<file path="src/rtl/pll_rb_pkg.sv">
package pll_rb_pkg;
  localparam int ADDR_W = 8;
  localparam int DATA_W = 32;

  localparam logic [ADDR_W-1:0] OFS_CFG   = 8'h08;
  localparam logic [ADDR_W-1:0] OFS_KEYA  = 8'h10;
  localparam logic [ADDR_W-1:0] OFS_KEYB  = 8'h14;
  localparam logic [ADDR_W-1:0] OFS_CTRL  = 8'h20;
  localparam logic [ADDR_W-1:0] OFS_STAT  = 8'h24;
  localparam logic [ADDR_W-1:0] OFS_FBINT = 8'h30;
  localparam logic [ADDR_W-1:0] OFS_FBFRC = 8'h34;
  localparam logic [ADDR_W-1:0] OFS_DIVW  = 8'h38;
  localparam logic [ADDR_W-1:0] OFS_CALW  = 8'h60;
  localparam logic [ADDR_W-1:0] OFS_CALST = 8'h64;
  localparam logic [ADDR_W-1:0] OFS_ODIV  = 8'h80;

  localparam logic [DATA_W-1:0] KEY_A = 32'h68EF3490;
  localparam logic [DATA_W-1:0] KEY_B = 32'hD172BC5A;

  localparam int ODIV_EN_BIT = 15;

  typedef enum logic [1:0] {
    KEY_SHUT = 2'd0,
    KEY_HALF = 2'd1,
    KEY_OPEN = 2'd2
  } key_state_e;
endpackage

</file>
<file path="src/rtl/pll_rb_keyguard.sv">
module pll_rb_keyguard
  import pll_rb_pkg::*;
(
  input  logic              clk,
  input  logic              rst_n,
  input  logic              wr_en,
  input  logic [ADDR_W-1:0] addr,
  input  logic [DATA_W-1:0] wdata,
  output logic              open
);
  key_state_e state_q, state_d;

  always_comb begin
    state_d = state_q;
    if (wr_en && addr == OFS_KEYA)
      state_d = (wdata == KEY_A) ? KEY_HALF : KEY_SHUT;
    else if (wr_en && addr == OFS_KEYB)
      state_d = (state_q == KEY_HALF && wdata == KEY_B) ? KEY_OPEN : KEY_SHUT;
  end

  always_ff @(posedge clk) begin
    if (!rst_n) state_q <= KEY_SHUT;
    else        state_q <= state_d;
  end

  assign open = (state_q == KEY_OPEN);

  // opening only ever follows an accepted second key write
  assert_open_after_keyb_R2: assert property (@(posedge clk) disable iff (!rst_n)
    $rose(open) |-> $past(wr_en && addr == OFS_KEYB && wdata == KEY_B));

  // a bad first key never leaves the bank open
  assert_badkey_relocks_R3: assert property (@(posedge clk) disable iff (!rst_n)
    (wr_en && addr == OFS_KEYA && wdata != KEY_A) |=> !open);
endmodule

</file>
<file path="src/rtl/pll_rb_divbank.sv">
module pll_rb_divbank
  import pll_rb_pkg::*;
#(
  parameter int                 NUM_DIV = 16,
  parameter logic [NUM_DIV-1:0] PRESENT = '1
) (
  input  logic               clk,
  input  logic               rst_n,
  input  logic               wr_ok,
  input  logic [ADDR_W-1:0]  addr,
  input  logic [DATA_W-1:0]  wdata,
  output logic               hit,
  output logic [DATA_W-1:0]  rd_data,
  output logic [NUM_DIV-1:0] clkout_en
);
  logic [NUM_DIV-1:0] sel;
  logic [DATA_W-1:0]  div_q [NUM_DIV];

  for (genvar i = 0; i < NUM_DIV; i++) begin : g_slot
    assign sel[i] = (addr == ADDR_W'(OFS_ODIV + 4 * i));
    if (PRESENT[i]) begin : g_live
      always_ff @(posedge clk) begin
        if (!rst_n)                div_q[i] <= '0;
        else if (wr_ok && sel[i])  div_q[i] <= wdata;
      end

      // a present divider captures the written word
      assert_div_store_R10: assert property (@(posedge clk) disable iff (!rst_n)
        (wr_ok && sel[i]) |=> div_q[i] == $past(wdata));
    end else begin : g_absent
      assign div_q[i] = '0;
    end
    assign clkout_en[i] = div_q[i][ODIV_EN_BIT];
  end

  assign hit = |sel;

  always_comb begin
    rd_data = '0;
    for (int k = 0; k < NUM_DIV; k++)
      if (sel[k]) rd_data = div_q[k];
  end
endmodule

</file>
<file path="src/rtl/pll_keyed_regbank.sv">
module pll_keyed_regbank
  import pll_rb_pkg::*;
#(
  parameter int          NUM_DIV     = 16,
  parameter logic [1:0]  PLL_TYPE    = 2'd1,
  parameter logic [15:0] DIV_PRESENT = 16'h0035,
  parameter int          FB_INT_W    = 12,
  parameter int          FB_FRAC_W   = 24
) (
  input  logic                 clk,
  input  logic                 rst_n,
  input  logic                 wr_en,
  input  logic [7:0]           addr,
  input  logic [31:0]          wdata,
  output logic [31:0]          rdata,
  input  logic                 pll_locked,
  input  logic                 cal_locked,
  output logic                 unlocked,
  output logic [31:0]          ctrl_o,
  output logic [FB_INT_W-1:0]  fb_int_o,
  output logic [FB_FRAC_W-1:0] fb_frac_o,
  output logic [31:0]          div_ctrl_o,
  output logic [31:0]          cal_ctrl_o,
  output logic [NUM_DIV-1:0]   clkout_en_o
);
  localparam logic [DATA_W-1:0] CFG_WORD =
    DATA_W'(PLL_TYPE) | (DATA_W'(DIV_PRESENT[NUM_DIV-1:0]) << 16);

  logic                 wr_ok;
  logic [31:0]          ctrl_q, divw_q, cal_q;
  logic [FB_INT_W-1:0]  fbi_q;
  logic [FB_FRAC_W-1:0] fbf_q;
  logic                 div_hit;
  logic [31:0]          div_rd;

  pll_rb_keyguard u_key (
    .clk   (clk),
    .rst_n (rst_n),
    .wr_en (wr_en),
    .addr  (addr),
    .wdata (wdata),
    .open  (unlocked)
  );

  assign wr_ok = wr_en && unlocked;

  pll_rb_divbank #(
    .NUM_DIV (NUM_DIV),
    .PRESENT (DIV_PRESENT[NUM_DIV-1:0])
  ) u_div (
    .clk       (clk),
    .rst_n     (rst_n),
    .wr_ok     (wr_ok),
    .addr      (addr),
    .wdata     (wdata),
    .hit       (div_hit),
    .rd_data   (div_rd),
    .clkout_en (clkout_en_o)
  );

  always_ff @(posedge clk) begin
    if (!rst_n) begin
      ctrl_q <= '0;
      fbi_q  <= '0;
      fbf_q  <= '0;
      divw_q <= '0;
      cal_q  <= '0;
    end else if (wr_ok) begin
      case (addr)
        OFS_CTRL:  ctrl_q <= wdata;
        OFS_FBINT: fbi_q  <= wdata[FB_INT_W-1:0];
        OFS_FBFRC: fbf_q  <= wdata[FB_FRAC_W-1:0];
        OFS_DIVW:  divw_q <= wdata;
        OFS_CALW:  cal_q  <= wdata;
        default: ;
      endcase
    end
  end

  always_comb begin
    case (addr)
      OFS_CFG:   rdata = CFG_WORD;
      OFS_CTRL:  rdata = ctrl_q;
      OFS_STAT:  rdata = {31'b0, pll_locked};
      OFS_FBINT: rdata = 32'(fbi_q);
      OFS_FBFRC: rdata = 32'(fbf_q);
      OFS_DIVW:  rdata = divw_q;
      OFS_CALST: rdata = {cal_locked, 31'b0};
      default:   rdata = div_hit ? div_rd : 32'h0;
    endcase
  end

  assign ctrl_o     = ctrl_q;
  assign fb_int_o   = fbi_q;
  assign fb_frac_o  = fbf_q;
  assign div_ctrl_o = divw_q;
  assign cal_ctrl_o = cal_q;

  // a write while not open leaves every held register untouched
  assert_locked_write_stable_R3: assert property (@(posedge clk) disable iff (!rst_n)
    (wr_en && !unlocked) |=> ($stable(ctrl_q) && $stable(fbi_q) && $stable(fbf_q)
                              && $stable(divw_q) && $stable(cal_q) && $stable(clkout_en_o)));

  // calibration word is write-only from the bus view
  assert_cal_noreadback_R7: assert property (@(posedge clk) disable iff (!rst_n)
    (addr == OFS_CALW) |-> rdata == 32'h0);

  // integer divider word reads with its upper bits clear
  assert_fbint_upper_zero_R5: assert property (@(posedge clk) disable iff (!rst_n)
    (addr == OFS_FBINT) |-> rdata[31:FB_INT_W] == '0);
endmodule

</file>
<file path="config.mk">
export PLATFORM = sky130hd
export DESIGN_NAME = pll_keyed_regbank
export DESIGN_NICKNAME = d
export VERILOG_FILES = /design/src/rtl/pll_rb_pkg.sv /design/src/rtl/pll_rb_keyguard.sv /design/src/rtl/pll_rb_divbank.sv /design/src/rtl/pll_keyed_regbank.sv
export SDC_FILE = /design/constraint.sdc
export NUM_CORES = 1
export LEC_CHECK = 0
export BUFFER_PORTS_ARGS = -buffer_cell sky130_fd_sc_hd__buf_2
export CORE_UTILIZATION = 46
export CTS_BUF_LIST = sky130_fd_sc_hd__clkbuf_16
export CTS_CLUSTER_SIZE = 30
export DETAILED_ROUTE_END_ITERATION = 7
export PLACE_DENSITY = 0.74
export REMOVE_ABC_BUFFERS = 1
export SYNTH_ARGS = -nofsm -noshare
export SYNTH_HDL_FRONTEND = slang
export SYNTH_SLANG_ARGS = --single-unit
</file>
<file path="constraint.sdc">
create_clock -name clk -period 3.97 [get_ports clk]
set_clock_uncertainty 0.05 [all_clocks]
set_input_delay 0 -clock clk [delete_from_list [all_inputs] [get_ports clk]]
set_output_delay 0 -clock clk [all_outputs]
set_load 0.02 [all_outputs]
</file>
==> results.sh, run 1 <==
export IMPL_syn_cell_area_um2=12100
export IMPL_pwr_share_seq=0.492
export IMPL_place_ws_ns=1.29
export IMPL_antenna_found_initial=1
export IMPL_p_sw_mw=1.24
export IMPL_tightest_slew_ns=1.06
export IMPL_max_slew_margin=0.282
export IMPL_criticalPathCategory="input pin to primary output"
export IMPL_portBuffers=213
export IMPL_fmax_mhz=304
export IMPL_grt_pass1_wl_mm=59.9
export IMPL_antenna_left=0
export IMPL_fin_ws_ns=0.679
export IMPL_overflow=0
export IMPL_cap_violations=0
export IMPL_status="completed"
export IMPL_p_sw_frac=0.232
export IMPL_hold_viol=0
export IMPL_drive_above_1_share=0.178
export IMPL_period_needed_ns=3.29
export IMPL_cts_clk_slew_worst_paths_ns=0.06
export IMPL_power_density_nw_per_um2=372
export IMPL_ys_seq_elements=262
export IMPL_synth_distinct_cells=54
export IMPL_start_kind="input pin"
export IMPL_p_leak_nw=5.33
export IMPL_final_common_cell="nand2_1"
export IMPL_rsz0062_at_grt="false"
export IMPL_place_hpwl_mm=25.6
export IMPL_place_congestion=0.909
export IMPL_avgRoutedWirePerCell_um=19.4
export IMPL_drtIter0Drc=1086
export IMPL_yosysWarnings=0
export IMPL_nNetsFinal=1726
export IMPL_ios=226
export IMPL_synth_cells=1522
export IMPL_synth_flop_cell="dfxtp_1"
export IMPL_fp_dieW_um=164
export IMPL_first_pass_iters=6
export IMPL_mostFrequentLayoutCells="nand2_1 (548), dfxtp_1 (262), buf_2 (212)"
export IMPL_p_comb_frac=0.054
export IMPL_clk_latency_ns=0.54
export IMPL_vias=11600
export IMPL_grt_total_usage=0.284
export IMPL_drt_total_wl_mm=39.4
export IMPL_cts_sinks=262
export IMPL_die_area_um2=27000
export IMPL_critPathMaxFanout=14
export IMPL_p_int_mw=4.11
export IMPL_peakVddDrop_v=0.000285
export IMPL_clk_path_buf_depth=3
export IMPL_avgViaCountPerCell=5.69
export IMPL_critPathRequiredTime_ns=3.92
export IMPL_initial_core_util=0.468
export IMPL_clock_power_share=0.454
export IMPL_syn_area_per_cell_um2=7.96
export IMPL_tns_ns=0
export IMPL_slew_violations=0
export IMPL_grt_max_degree=159
export IMPL_num_fill_cells=2401
export IMPL_endpoint_kind="primary output"
export IMPL_synthArstFlopShare=0
export IMPL_row_count=59
export IMPL_holdCritPathClass="input pin to flop"
export IMPL_setup_viol=0
export IMPL_cts_setup_buffers=0
export IMPL_synth_edf_count=0
export IMPL_cts_tree="yes"
export IMPL_ys_seq_area_frac=0.433
export IMPL_cp_data_arrival_time_ns=3.24
export IMPL_syn2layout_area_growth_pct=18.7
export IMPL_cts_root_buf="clkbuf_16"
export IMPL_grt_pass1_vias=10600
export IMPL_period_share=0.829
export IMPL_htreeDepth=1
export IMPL_drc=0
export IMPL_design_core_area_um2=25900
export IMPL_numCtsBuffers=29
export IMPL_fp_dieH_um=164
[final cells by class]
cell class	count	area, um^2	share of cell area
flip-flops and latches	262	5250	0.365
well taps	335	419	0.0291
inverters	3	11.3	0.000783
clock inverters	19	109	0.00757
clock buffers	29	726	0.0505
diodes	1	2.50	0.000174
multi-input cells	1102	6160	0.428
repair buffers	283	1710	0.119
[power by group through the flow]
| stage | Clock (mW) | Combinational, mW | Sequential, mW |
|---|---|---|---|
| detailed placement | 0 | 0.256 | 2.69 |
| CTS | 2.45 | 0.283 | 2.63 |
| global route | 2.56 | 0.305 | 2.63 |
| floorplan | 0 | 0.0923 | 2.69 |
| global placement | 0 | 0.254 | 2.69 |
| finish | 2.43 | 0.289 | 2.63 |
[layer usage]
layer	up-vias	wire length, um	track usage
li1	5429	-	-
met1	5514	16700	0.388
met2	558	18400	0.460
met3	76	3210	0.0389
met4	0	1060	0.0922
met5	-	0	0
[through the flow]
step | hold WS [ns] | power [mW] | area (um^2) | instances | util
4_1_cts | 0.0107 | 5.36 | 14400 | 2033 | 0.555
6_report | 0.0170 | 5.35 | 14400 | 2034 | 0.555
5_1_grt | 0.0520 | 5.49 | 14400 | 2034 | 0.555
2_1_floorplan | 0.0848 | 2.78 | 11400 | 1367 | -
3_5_place_dp | 0.288 | 2.94 | 13200 | 1949 | 0.509
3_3_place_gp | 0.266 | 2.94 | 13200 | 1949 | 0.509
[synth_stat cells, drive strengths merged (3+ instances only)]
cell	count	area, um^2
or4	3	26.3
nand4	6	37.5
nand3	8	40.0
a21boi	260	1950
nand4b	3	26.3
and3	7	43.8
buf	65	408
o221a	5	56.3
a221oi	18	158
o22ai	7	43.8
a21oi	12	60.1
mux2i	28	280
a32o	5	50.1
o2bb2ai	11	96.3
o21ai	27	135
inv	3	11.3
o221ai	9	78.8
nor4b	4	41.3
nor3	4	25.0
nor2b	4	25.0
dfxtp	262	5250
a222oi	3	30.0
nor4	9	108
a21o	3	22.5
clkbuf	101	380
nor2	44	165
nor4bb	7	70.1
a22oi	27	203
nand2	548	2060
o211ai	11	82.6
[what timing repair did]
item,CTS,global route
resized for setup,0,0
endpoints found under the hold margin,262,0
hold buffers,36,0
[critical path: stages]
cell	delay, ns
dlygate4sd3_1	0.56
buf_2	0.18
or3b_4	0.46
a2111oi_4	0.85
nand2_1	0.63
o211ai_1	0.35
buf_2	0.20
[cells by family (layout without fill, tap and decap cells)]
group,count (synthesis),in the layout,synth area share
multiplexers,28,28,0.0231
buffers and inverters,169,334,0.0660
other,1,13,0.000310
AND/OR/NAND/NOR,663,663,0.231
flip-flops,262,262,0.433
AO/OA/AOI/OAI,399,399,0.246
[sequential cells by signal (all words and copies together) (netlist names)]
name	count
u_div.clkout_en	4
u_key.state_q	2
fb_int_o	12
fb_frac_o	24
div_ctrl_o	32
ctrl_o	32
u_div.div_q	124
cal_ctrl_o	32
[final timing paths]
kind,startpoint,slack [ns],depth (start not counted),to
max reg2reg,u_key.state_q[1],1.22,5,cal_ctrl_o[25]
min,wr_en,0.02,4,u_key.state_q[0]
min reg2reg,cal_ctrl_o[8],0.39,2,cal_ctrl_o[8]
max,addr[6],0.68,7,rdata[10]
No activity file was read; power rests on OpenSTA's default activity.
==> run 2: changes to the inputs <==
==> constraint.sdc (replaced) <==
create_clock -name clk -period 3.5 [get_ports clk]
set_clock_uncertainty 0.05 [all_clocks]
set_input_delay 0 -clock clk [delete_from_list [all_inputs] [get_ports clk]]
set_output_delay 0 -clock clk [all_outputs]
set_load 0.02 [all_outputs]
==> run 2 against run 1 <==
Against the previous run:
- cell count up 0.34%
- sequential cell count did not move
- register-to-register slack got worse by 0.55 ns
- wire length is 0.24% lower
- power is 17% higher
- cell area rose by 0.59%
- die area unchanged
- clock power is 21% higher
- sequential power is 13% higher
- core utilization rose by 0.33 points
- worst setup slack worse by 0.22 ns
- global-route usage is 0.25 points higher
- largest cell class unchanged
- largest power group unchanged
==> results.sh, run 2 (synthesis results as in run 1) <==
export IMPL_drc=0
export IMPL_avgRoutedWirePerCell_um=19.3
export IMPL_grt_pass1_wl_mm=60.5
export IMPL_overflow=0
export IMPL_portBuffers=213
export IMPL_wl_met1_mm=16.0
export IMPL_cts_sinks=262
export IMPL_grt_total_usage=0.287
export IMPL_cts_root_buf="clkbuf_16"
export IMPL_vias=11600
export IMPL_fp_dieW_um=164
export IMPL_hold_viol=0
export IMPL_slew_violations=0
export IMPL_ios=226
export IMPL_drt_total_wl_mm=39.3
export IMPL_cts_tree="yes"
export IMPL_cap_violations=0
export IMPL_num_fill_cells=2401
export IMPL_status="completed"
export IMPL_drive_above_1_share=0.181
export IMPL_postCtsHoldBufs=37
export IMPL_routed_wl_met3_mm=3.76
export IMPL_dr_max_layer_used="met4"
export IMPL_final_cells=2041
export IMPL_cts_setup_buffers=0
export IMPL_die_area_um2=27000
export IMPL_fmax_mhz=329
export IMPL_grt_pass1_vias=11000
export IMPL_antenna_left=0
export IMPL_power_density_nw_per_um2=433
export IMPL_setup_viol=0
export IMPL_final_common_cell="nand2_1"
export IMPL_cts_resized=0
export IMPL_antenna_found_initial=1
export IMPL_design_core_area_um2=25900
export IMPL_regMostFlops="u_div.div_q"
export IMPL_rsz0062_at_grt="false"
export IMPL_total_power_mw=6.26
export IMPL_place_congestion=0.880
export IMPL_first_pass_iters=6
export IMPL_clk_latency_ns=0.54
export IMPL_row_count=59
export IMPL_place_hpwl_mm=25.6
export IMPL_mostFrequentLayoutCells="nand2_1 (548), dfxtp_1 (262), buf_2 (212)"
export IMPL_endpoint_kind="primary output"
export IMPL_criticalPathCategory="input pin to primary output"
export IMPL_ff2ff_setup_slack_ns=0.67
export IMPL_numCtsBuffers=28
export IMPL_cts_clk_slew_worst_paths_ns=0.06
export IMPL_fp_dieH_um=164
export IMPL_p_leak_nw=5.35
export IMPL_wl_met2_mm=18.4
export IMPL_tightest_slew_ns=0.899
export IMPL_critPathRequiredTime_ns=3.45
export IMPL_critPathMaxFanout=14
export IMPL_syn2layout_area_growth_pct=19.4
export IMPL_period_needed_ns=3.04
export IMPL_grt_max_degree=151
export IMPL_clk_path_buf_depth=3
export IMPL_nNetsFinal=1728
export IMPL_period_share=0.869
export IMPL_tns_ns=0
export IMPL_avgViaCountPerCell=5.68
export IMPL_largest_reg_flops=124
export IMPL_htreeDepth=1
export IMPL_start_kind="input pin"
export IMPL_holdCritPathClass="input pin to flop"
export IMPL_peakVddDrop_v=0.000326
export IMPL_initial_core_util=0.468
export IMPL_max_slew_margin=0.401
export IMPL_drtIter0Drc=1228
export IMPL_cp_data_arrival_time_ns=2.99
export IMPL_dp_cells=1951
## run 2: changes by cell type in the layout (fill, tap and decap cells not counted), sizes merged
cell / delta
inv: -3
buf: +2
bufinv: +2
clkinv: +2
clkinvlp: +2
diode: +1
dlygate4sd3: +1
## run 2: worst max-delay path, cell delays in order
cell	delay, ns
dlygate4sd3_1	0.55
buf_2	0.17
or3b_2	0.67
nor3_4	0.73
buf_4	0.35
a22oi_1	0.12
o211ai_1	0.16
buf_2	0.23
## run 2: where the power goes
group / leakage, nW / switching, mW / internal, mW
combinational: 2.79 / 0.208 / 0.121
clock: 0.456 / 1.24 / 1.71
sequential: 2.11 / 0.0000000000000293 / 2.98
## run 2: routing by layer
| layer | up-vias | track usage |
|---|---|---|
| met3 | 79 | 0.0530 |
| met4 | 0 | 0.112 |
| li1 | 5434 | - |
| met2 | 576 | 0.471 |
| met1 | 5507 | 0.370 |
| met5 | - | 0 |
## run 2: path summary, 6_finish.rpt
kind                     from          endpoint  depth (start not counted)
min reg2reg     cal_ctrl_o[5]     cal_ctrl_o[5]                          2
max reg2reg  u_key.state_q[1]  u_div.div_q[430]                          6
min                   addr[5]  u_key.state_q[0]                          4
max                   addr[7]          rdata[5]                          8
## run 2: through the flow
| stage | util | hold slack, ns | instance area [um^2] | worst slack (ns) |
|---|---|---|---|---|
| after global placement | 0.509 | 0.265 | 13200 | 1.02 |
| after floorplan | - | 0.0848 | 11400 | 1.08 |
| after detailed placement | 0.509 | 0.273 | 13200 | 1.00 |
| after global routing | 0.558 | 0.107 | 14500 | 0.430 |
| final | 0.558 | 0.0741 | 14500 | 0.458 |
| after CTS | 0.558 | 0.0439 | 14500 | 0.490 |
## run 2: final cells by class
cell class / instances / area (um^2) / area share
antenna: 2 / 5.00 / 0.000346
clock buffer: 29 / 726 / 0.0502
clock inverter: 22 / 180 / 0.0125
inverter: 3 / 11.3 / 0.000778
multi-input combinational: 1102 / 6160 / 0.426
sequential: 262 / 5250 / 0.363
tap: 335 / 419 / 0.0290
timing repair buffer: 286 / 1730 / 0.119
